### src/rtl/tft_hline_pkg.sv
package tft_hline_pkg;

    localparam int TOT_W = 7;
    localparam int LPW_W = 7;
    localparam int SPH_W = 2;
    localparam int SPL_W = 8;
    localparam int SPD_W = SPH_W + SPL_W;
    localparam int DSP_W = 7;
    localparam int AUX_W = 8;
    localparam int POS_W = 13;

    typedef logic [POS_W-1:0] pos_t;

    typedef struct packed {
        logic [TOT_W-1:0] tot;
        logic [LPW_W-1:0] lpw;
        logic [SPD_W-1:0] spd;
        logic [DSP_W-1:0] dsp;
        logic [AUX_W-1:0] oed;
        logic [AUX_W-1:0] oew;
        logic [AUX_W-1:0] gcw;
        logic [AUX_W-1:0] tga;
        logic [AUX_W-1:0] tgb;
    } hfield_t;

    // line length in pixel clocks
    function automatic pos_t line_len(input logic [TOT_W-1:0] t);
        return (pos_t'(t) + pos_t'(1)) << 3;
    endfunction

    function automatic pos_t dbl(input logic [AUX_W-1:0] v);
        return pos_t'(v) << 1;
    endfunction

    // auxiliary width: zero falls back to the line pulse width
    function automatic pos_t aux_len(input logic [AUX_W-1:0] v,
                                     input logic [LPW_W-1:0] lpw);
        return (v == '0) ? (pos_t'(lpw) + pos_t'(1)) : dbl(v);
    endfunction

endpackage

### src/rtl/tft_hline_ctr.sv
module tft_hline_ctr
    import tft_hline_pkg::*;
(
    input  logic    clk,
    input  logic    rst_n,
    input  hfield_t fld_i,
    output logic    run_o,
    output pos_t    cnt_o,
    output pos_t    cnt_nxt_o,
    output hfield_t sh_o,
    output hfield_t sh_nxt_o
);

    typedef struct packed {
        logic    run;
        pos_t    cnt;
        hfield_t sh;
    } ctr_t;

    ctr_t st_d, st_q;
    pos_t last;

    always_comb begin
        st_d = st_q;
        last = line_len(st_q.sh.tot) - pos_t'(1);
        if (!st_q.run) begin
            st_d.run = 1'b1;
            st_d.cnt = '0;
        end else if (st_q.cnt == last) begin
            st_d.cnt = '0;
        end else begin
            st_d.cnt = st_q.cnt + pos_t'(1);
        end
        // shadow copy refreshed only at the line start
        if (st_d.cnt == '0) begin
            st_d.sh = fld_i;
        end
    end

    always_ff @(posedge clk or negedge rst_n) begin
        if (!rst_n) st_q <= '0;
        else        st_q <= st_d;
    end

    assign run_o     = st_q.run;
    assign cnt_o     = st_q.cnt;
    assign cnt_nxt_o = st_d.cnt;
    assign sh_o      = st_q.sh;
    assign sh_nxt_o  = st_d.sh;

endmodule

### src/rtl/tft_hline_win.sv
module tft_hline_win
    import tft_hline_pkg::*;
(
    input  logic clk,
    input  logic rst_n,
    input  pos_t pos_i,
    input  pos_t beg_i,
    input  pos_t len_i,
    output logic win_o
);

    typedef struct packed {
        logic win;
    } win_t;

    win_t w_d, w_q;
    pos_t stop;

    always_comb begin
        stop    = beg_i + len_i;
        w_d.win = (pos_i >= beg_i) && (pos_i < stop);
    end

    always_ff @(posedge clk or negedge rst_n) begin
        if (!rst_n) w_q <= '0;
        else        w_q <= w_d;
    end

    assign win_o = w_q.win;

endmodule

### src/rtl/tft_hline_tgl.sv
module tft_hline_tgl
    import tft_hline_pkg::*;
(
    input  logic clk,
    input  logic rst_n,
    input  pos_t pos_i,
    input  pos_t at_i,
    output logic lvl_o
);

    typedef struct packed {
        logic lvl;
    } tgl_t;

    tgl_t t_d, t_q;

    always_comb begin
        t_d     = t_q;
        t_d.lvl = t_q.lvl ^ (pos_i == at_i);
    end

    always_ff @(posedge clk or negedge rst_n) begin
        if (!rst_n) t_q <= '0;
        else        t_q <= t_d;
    end

    assign lvl_o = t_q.lvl;

endmodule

### src/rtl/tft_hline_gen.sv
module tft_hline_gen
    import tft_hline_pkg::*;
#(
    parameter int NUM_SRC_IC = 6
) (
    input  logic             clk,
    input  logic             rst_n,
    input  logic [TOT_W-1:0] cfg_total_i,
    input  logic [LPW_W-1:0] cfg_lpw_i,
    input  logic [SPH_W-1:0] cfg_spd_hi_i,
    input  logic [SPL_W-1:0] cfg_spd_lo_i,
    input  logic [DSP_W-1:0] cfg_disp_i,
    input  logic [AUX_W-1:0] cfg_oe_dly_i,
    input  logic [AUX_W-1:0] cfg_oe_wid_i,
    input  logic [AUX_W-1:0] cfg_gck_wid_i,
    input  logic [AUX_W-1:0] cfg_tga_i,
    input  logic [AUX_W-1:0] cfg_tgb_i,
    output logic             line_o,
    output logic             stp_o,
    output logic             de_o,
    output logic             oe_o,
    output logic             gck_o,
    output logic             tga_o,
    output logic             tgb_o,
    output logic             cfg_err_o
);

    localparam int   NWIN  = 5;
    localparam int   NTGL  = 2;
    localparam int   W_LN  = 0;
    localparam int   W_SP  = 1;
    localparam int   W_DE  = 2;
    localparam int   W_OE  = 3;
    localparam int   W_GC  = 4;
    localparam pos_t GUARD = pos_t'(NUM_SRC_IC * 3 + 3);

    hfield_t fld;
    hfield_t sh_q, sh_nxt;
    pos_t    cnt_q, cnt_nxt;
    logic    run_q;

    always_comb begin
        fld.tot = cfg_total_i;
        fld.lpw = cfg_lpw_i;
        fld.spd = {cfg_spd_hi_i, cfg_spd_lo_i};
        fld.dsp = cfg_disp_i;
        fld.oed = cfg_oe_dly_i;
        fld.oew = cfg_oe_wid_i;
        fld.gcw = cfg_gck_wid_i;
        fld.tga = cfg_tga_i;
        fld.tgb = cfg_tgb_i;
    end

    tft_hline_ctr u_ctr (
        .clk       (clk),
        .rst_n     (rst_n),
        .fld_i     (fld),
        .run_o     (run_q),
        .cnt_o     (cnt_q),
        .cnt_nxt_o (cnt_nxt),
        .sh_o      (sh_q),
        .sh_nxt_o  (sh_nxt)
    );

    // window placement for the next count
    pos_t win_beg [NWIN];
    pos_t win_len [NWIN];
    pos_t data_beg;

    always_comb begin
        data_beg      = pos_t'(sh_nxt.spd) + pos_t'(4);
        win_beg[W_LN] = '0;
        win_len[W_LN] = pos_t'(sh_nxt.lpw) + pos_t'(1);
        win_beg[W_SP] = pos_t'(sh_nxt.spd) + pos_t'(3);
        win_len[W_SP] = pos_t'(1);
        win_beg[W_DE] = data_beg;
        win_len[W_DE] = pos_t'(sh_nxt.dsp) << 3;
        win_beg[W_OE] = dbl(sh_nxt.oed);
        win_len[W_OE] = aux_len(sh_nxt.oew, sh_nxt.lpw);
        win_beg[W_GC] = '0;
        win_len[W_GC] = aux_len(sh_nxt.gcw, sh_nxt.lpw);
    end

    logic [NWIN-1:0] win_q;

    generate
        for (genvar g = 0; g < NWIN; g++) begin : g_win
            tft_hline_win u_win (
                .clk   (clk),
                .rst_n (rst_n),
                .pos_i (cnt_nxt),
                .beg_i (win_beg[g]),
                .len_i (win_len[g]),
                .win_o (win_q[g])
            );
        end
    endgenerate

    pos_t            tgl_at [NTGL];
    logic [NTGL-1:0] tgl_q;

    always_comb begin
        tgl_at[0] = dbl(sh_nxt.tga);
        tgl_at[1] = dbl(sh_nxt.tgb);
    end

    generate
        for (genvar t = 0; t < NTGL; t++) begin : g_tgl
            tft_hline_tgl u_tgl (
                .clk   (clk),
                .rst_n (rst_n),
                .pos_i (cnt_nxt),
                .at_i  (tgl_at[t]),
                .lvl_o (tgl_q[t])
            );
        end
    endgenerate

    // blanking rule on the line about to run
    typedef struct packed {
        logic err;
    } top_t;

    top_t top_d, top_q;
    pos_t need;

    always_comb begin
        need      = data_beg + (pos_t'(sh_nxt.dsp) << 3) + GUARD;
        top_d.err = (need >= line_len(sh_nxt.tot));
    end

    always_ff @(posedge clk or negedge rst_n) begin
        if (!rst_n) top_q <= '0;
        else        top_q <= top_d;
    end

    assign line_o    = win_q[W_LN];
    assign stp_o     = win_q[W_SP];
    assign de_o      = win_q[W_DE];
    assign oe_o      = win_q[W_OE];
    assign gck_o     = win_q[W_GC];
    assign tga_o     = tgl_q[0];
    assign tgb_o     = tgl_q[1];
    assign cfg_err_o = top_q.err;

endmodule

### config.mk
export PLATFORM = sky130hd
export DESIGN_NAME = tft_hline_gen
export DESIGN_NICKNAME = d
export VERILOG_FILES = /design/src/rtl/tft_hline_pkg.sv /design/src/rtl/tft_hline_ctr.sv /design/src/rtl/tft_hline_win.sv /design/src/rtl/tft_hline_tgl.sv /design/src/rtl/tft_hline_gen.sv
export SDC_FILE = /design/constraint.sdc
export NUM_CORES = 1
export LEC_CHECK = 0
export BUFFER_PORTS_ARGS = -buffer_cell sky130_fd_sc_hd__buf_2
export CAP_MARGIN = 30
export CORE_UTILIZATION = 59
export CTS_BUF_LIST = sky130_fd_sc_hd__clkbuf_4 sky130_fd_sc_hd__clkbuf_8
export CTS_CLUSTER_DIAMETER = 150
export DETAILED_ROUTE_END_ITERATION = 7
export HOLD_SLACK_MARGIN = 0.02
export PLACE_DENSITY = 0.91
export SKIP_LAST_GASP = 1
export SLEW_MARGIN = 10
export SYNTH_ARGS = -nofsm -noshare
export SYNTH_HDL_FRONTEND = slang
export SYNTH_SLANG_ARGS = --single-unit
### constraint.sdc
create_clock -name clk -period 6.98 [get_ports clk]
set_input_delay 1.396 -clock clk [delete_from_list [all_inputs] [get_ports clk]]
set_output_delay 1.396 -clock clk [all_outputs]
set_load 0.05 [all_outputs]
**After elaboration in Yosys (flattened, before gate mapping)**

Cells that the tools add are included.

- Bits in registers: 93
- Bits in latches: 0
- RAM bits: 0
- Bits in read-only memories: 0
- Input port bits: 73
- Output and inout bits: 8
- Word-level logic and storage cells: 58
- Memories kept: 0

- $add $sub $neg: 11
- Multiply operators: 0
- Div/mod/pow operators: 0
- Magnitude comparators: 10
- Eq/ne operators: 3
- Shift-type cells: 0
- Mux-type cells: 5
- Bitwise logic cells: 2
- Reductions and logical operators: 8

Operator list:

| cell | number |
|---|---|
| 2-to-1 mux 71 bit | 1 |
| 2-to-1 mux 13 bit | 3 |
| == test 13 x 9 -> 1 bit | 2 |
| >= comparator 13 x 11 -> 1 bit | 2 |
| less-than comparator 13 bit | 2 |
| adder 7 x 1 -> 8 bit, second input constant | 3 |
| logical NOT 8 bit | 2 |
| adder 13 x 1 -> 13 bit, second input constant | 1 |
| adder 13 x 5 -> 13 bit, second input constant | 1 |
| adder 9 x 13 -> 13 bit | 1 |
| == test 13 bit | 1 |
| >= comparator 13 x 1 -> 1 bit, second input constant | 1 |
| >= comparator 13 bit | 1 |
| >= comparator 13 x 9 -> 1 bit | 1 |
| logical NOT 13 bit | 1 |
| less-than comparator 13 x 12 -> 1 bit | 1 |
| less-than comparator 13 x 8 -> 1 bit | 1 |
| less-than comparator 13 x 9 -> 1 bit | 1 |
| subtractor 13 x 1 -> 13 bit, second input constant | 1 |
| adder 11 x 1 -> 12 bit, second input constant | 1 |
| adder 11 x 10 -> 12 bit | 1 |
| adder 10 x 2 -> 11 bit, second input constant | 1 |
| adder 10 x 3 -> 11 bit, second input constant | 1 |
| 2-to-1 mux 9 bit | 1 |
| 2 further kinds | 7 |

**Depth between registers and ports, before layout**

- Depth after elaboration: 12
- Mapped depth: 31

**Cells and area by module**

Synthesis repeated with hierarchy kept, for this count alone.

- Cells, all modules: 1343
- Area, all modules: 11979.0 µm²

By module, submodules not included:

| module | instances | cells an instance | area each (µm²) | seq. area each (µm²) |
|---|---|---|---|---|
| tft_hline_win | 5 | 161 | 1244.9 | 25.0 |
| tft_hline_ctr | 1 | 312 | 3991.3 | 2127.0 |
| tft_hline_gen | 1 | 188 | 1405.1 | 25.0 |
| tft_hline_tgl | 2 | 19 | 178.9 | 25.0 |

**Worst setup path after synthesis**

No wires, ideal clock.

- Path type: register to register
- Start: register u_ctr.st_q (netlist bit u_ctr.cnt_o[0])
- End: register g_win[2].u_win.w_q
- Setup time: 0.125 ns
- Data arrival time: 5.788 ns
- Required time: 6.855 ns
- Setup slack: 1.067 ns
- Cell stages (with the launch flop): 27
- Path buffers: 4
- Clock period less this slack: 5.913 ns
- Path through: dfrtp_1 > ha_1 > xnor2_1 > nor2_1 > nor2_1 > and3_1 > a31o_2 > a31oi_4 > buf_6 > buf_6 > buf_6 > buf_2 > mux2_2 > ha_1 > xnor2_1 > ha_1 > a21o_1 > a21oi_1 > o21bai_1 > a21oi_1 > o21bai_1 > a21oi_1 > xor2_1 > ha_1 > a21oi_1 > o21ai_0 > a2111oi_0

RTL lines:

| what | RTL line | text |
|---|---|---|
| start, declared | tft_hline_ctr.sv:20 | `ctr_t st_d, st_q;` |
| start signal, assigned | tft_hline_ctr.sv:42 | `else st_q <= st_d;` |
| end signal, assigned | tft_hline_win.sv:26 | `else w_q <= w_d;` |
| end, declared | tft_hline_win.sv:16 | `win_t w_d, w_q;` |

**Final worst setup path**

- Start: register u_ctr.st_q (netlist bit u_ctr.sh_o[65])
- End: register g_win[1].u_win.w_q

- Longest elaborated chain between the ends: 11

Ends and longest elaborated chain:

| what | RTL line | text |
|---|---|---|
| adder 7 x 1 -> 8 bit * | tft_hline_pkg.sv:28 | `return (pos_t'(t) + pos_t'(1)) << 3;` |
| subtractor 13 x 1 -> 13 bit * | tft_hline_ctr.sv:25 | `last = line_len(st_q.sh.tot) - pos_t'(1);` |
| == test 13 bit * | tft_hline_ctr.sv:29 | `end else if (st_q.cnt == last) begin` |
| 2-to-1 mux 13 bit * | tft_hline_ctr.sv:29 |  |
| 2-to-1 mux 13 bit * | tft_hline_ctr.sv:26 | `if (!st_q.run) begin` |
| logical NOT 13 bit | tft_hline_ctr.sv:35 | `if (st_d.cnt == '0) begin` |
| 2-to-1 mux 71 bit | tft_hline_ctr.sv:35 |  |
| adder 10 x 2 -> 11 bit | tft_hline_gen.sv:74 | `win_beg[W_SP] = pos_t'(sh_nxt.spd) + pos_t'(3);` |
| adder 11 x 1 -> 12 bit | tft_hline_win.sv:20 | `stop = beg_i + len_i;` |
| less-than comparator 13 bit | tft_hline_win.sv:21 | `w_d.win = (pos_i >= beg_i) && (pos_i < stop);` |
| logical AND 1 bit * | tft_hline_win.sv:21 |  |
| net g_win[1].u_win.w_d | tft_hline_win.sv:16 |  |
| end signal, assigned | tft_hline_win.sv:26 |  |
| end, declared | tft_hline_win.sv:16 |  |

The timed path passes the listed nets; every way through them passes the cells marked *.

==> run_results.csv <==
group,metric,value,unit
run_status,outcome,"finished clean",
placement,dp_hpwl,14200,um
route,wl,18400,um
clocking,htreeDepth,3,
synthesis,synth_edf_count,0,
timing,totalNegativeSetupSlack,0,ns
timing,clock.fmax,157,MHz
clocking,clk_pin_slew,0.11,ns
route,wl_met1,7770,um
timing,hold_viol_final,0,
cells_and_area,syn_to_final_growth,8.62,%
synthesis,netlist_instances,832,
synthesis,async_flop_share,100,%
route,ant_nets,0,
critical_path,crit_path_max_fanout,31,
timing,layout_setup_ws,0.627,ns
placement,place_congestion,0.882,
global_routing,grt_max_degree,64,
route,wl_per_cell,16.9,um
timing,relSlewSlack,44.2,%
clocking,clockBufferDepth,2,
timing,skew,0.0166,ns
critical_path,end_kind,"flip-flop",
pwr,ir_drop,0.141,mV
synthesis,synth_commonest_cells,"106 x ha_1, 93 x dfrtp_1, 72 x inv_1",
cells_and_area,finalNonFillerCells,1086,
synthesis,yosys.area.top_type_share,28.8,%
worst_hold_path,hold_path.class,"flip-flop to flip-flop",
global_routing,antenna_found_initial,0,
clocking,post_cts_resized,0,
route,vias,6475,
synthesis,syn-cell-area,8090,um2
floorplanning,die_area,14200,um2
cells_and_area,multiInputGateArea,5310,um2
synthesis,synthTopCellsByArea,"dfrtp_1 29%, ha_1 16%, xnor2_1 7.0%, mux2_2 5.2%, mux2i_1 4.0%",
global_routing,first_global_vias,6782,
floorplanning,pin_count,81,
floorplanning,core-area,13300,um2
synthesis,syn_avg_cell_area,9.72,um2
critical_path,reg2reg_setup_slack,0.63,ns
cells_and_area,num_antenna_cells,0,
clocking,clkSinkCount,93,
route,routed_via_density,5.96,
cells_and_area,utilization,66.1,%
clocking,worstSkewPairLatency,0.40,ns
clocking,cts_tree,"yes",
global_routing,grt_pass1_wl,31600,um
timing,fin_crit_sh,91.0,%
critical_path,critPathKind,"flip-flop to flip-flop",
route,drtIter0Drc,302,
synthesis,synth_largest_area_cell,"dfrtp_1",
global_routing,grt_util_all_layers,27.8,%
run,maxCapViolCount,0,
floorplanning,chipWidth,119,um
critical_path,worstPathArrival,6.59,ns
cells_and_area,n_fill_cell,972,
route,top_layer,"met4",
cells_and_area,layout-drive-gt1-share,19.2,%
route,wl_met3,1040,um
cells_and_area,final_nets,1086,
global_routing,grt-ovfl-total,0,
placement,dp.cells,1070,
placement,port_buffers,80,
route,drc,0,
critical_path,crit_path_start_kind,"flip-flop",
placement,pre_cts_ws,0.760,ns
synthesis,ys_warn_count,0,
timing,rsz0062_at_grt,"false",
timing,slew_viol_final,0,
floorplanning,die_h,119,um
synthesis,synth.most_common_cell,"ha_1",
synthesis,ys_ff_latch,93,
route,first_pass_iters,5,
synthesis,seq_area_frac_synth,28.8,%
route,dr_wl_met2,9040,um
cells_and_area,ff_latch_area,2330,um2
floorplanning,num_rows,42,
clocking,cts_setup_buffers,0,
clocking,cts_root_buffer,"clkbuf_8",
critical_path,crit_required,7.22,ns
timing,worst_slew_pin_slew,0.834,ns
pwr,cellPowerDensity,212,nW/um2
clocking,hold_buffers,0,
clocking,cts_made_buffers,9,
timing,min_period,6.35,ns
pwr,leakage,0.00427,uW
timing,finalSetupViolCount,0,
floorplanning,start_util,60.8,%
synthesis,yosysUniqueCellTypes,78,
synthesis,ys.flop_type,"dfrtp_1",
-- cell type report --
class                      instances  area share, %
sequential                        93           26.5
clock inverter                     7          0.769
tap                              176           2.51
inverter                          73           3.12
timing repair buffer              87           5.19
clock buffer                       9           1.41
multi-input combinational        641           60.5
-- registers in the layout, indices dropped and copies added, names as in the netlist --
signal and flops:
u_ctr.sh_o 71, g_tgl.u_tgl.lvl_o 2, cfg_err_o 1, g_win.u_win.win_o 5, u_ctr.cnt_o 13, u_ctr.run_o 1
-- logic make-up after synthesis --
family          synth area share (%)
compound gates                  13.7
mux                             11.0
simple gates                    13.4
flops                           28.8
xor+xnor                        10.6
buf+inv                         5.54
other cells                   0.0464
fa+ha+maj                       16.9
-- through the flow --
stage / hold WS (ns) / total power (uW) / cell area (um2)
after global routing: 0.504 / 2000 / 8780
after CTS: 0.482 / 1860 / 8780
after floorplan: 0.462 / 1300 / 8090
after global placement: 0.455 / 1450 / 8590
after detailed placement: 0.468 / 1490 / 8590
final: 0.478 / 1860 / 8780
-- worst max-delay path: stages, from the launching register on --
cell	delay, ns
dfrtp_1	0.62
ha_1	0.44
nor3_1	0.11
a32o_1	0.36
or3_1	0.33
nand4_1	0.14
a2111oi_4	0.10
a31oi_4	0.38
buf_4	0.46
mux2i_1	0.46
ha_1	0.34
nor2b_1	0.14
xnor2_1	0.35
inv_1	0.13
xnor2_1	0.18
ha_1	0.24
o21a_1	0.10
o21a_1	0.17
o21a_1	0.16
o21ai_0	0.17
nand2b_1	0.08
a21oi_1	0.13
o21ai_0	0.12
a2111oi_0	0.49
-- power by group --
group / switching [uW] / total, uW / internal, uW
combinational: 476 / 851 / 375
sequential: 45.5 / 645 / 599
clock: 225 / 364 / 139
total: 747 / 1860 / 1110
-- path summary, 6_finish.rpt --
path	from	endpoint	cells past startpoint
worst max-delay path	u_ctr.sh_o[65]	g_win[1].u_win.win_o	23
worst min-delay path	g_tgl[0].u_tgl.lvl_o	g_tgl[0].u_tgl.lvl_o	1
worst max register to register	u_ctr.sh_o[65]	g_win[1].u_win.win_o	23
worst min register to register	g_tgl[0].u_tgl.lvl_o	g_tgl[0].u_tgl.lvl_o	1
max in group asynchronous	rst_n	u_ctr.sh_o[70]	2
min in group asynchronous	rst_n	u_ctr.sh_o[28]	1
-- layout by cell type, fill, tap and decap left out, drive strengths merged, types with 3 or more instances in the layout --
cell,instances
o21ai,39
or2,5
xor2,30
xnor2,66
nand3,22
a211o,3
a21o,17
nand2b,13
inv,77
dfrtp,93
and3,7
o21bai,12
a21oi,36
buf,87
nor4,8
nor2b,10
nor3,22
a2111oi,5
clkbuf,9
and2,3
o21a,21
nand4,22
nand3b,3
mux2i,35
nand2,29
a21boi,4
and4,3
mux2,44
a41oi,3
clkinv,3
ha,106
a31oi,5
or3,4
nor2,35
-- routing by layer --
layer | vias up | track usage (%)
met5 | - | 0
met4 | 0 | 11.5
met3 | 49 | 5.51
met2 | 197 | 48.2
met1 | 3129 | 33.6
li1 | 3100 | -
(Power assumes the default switching activity.)
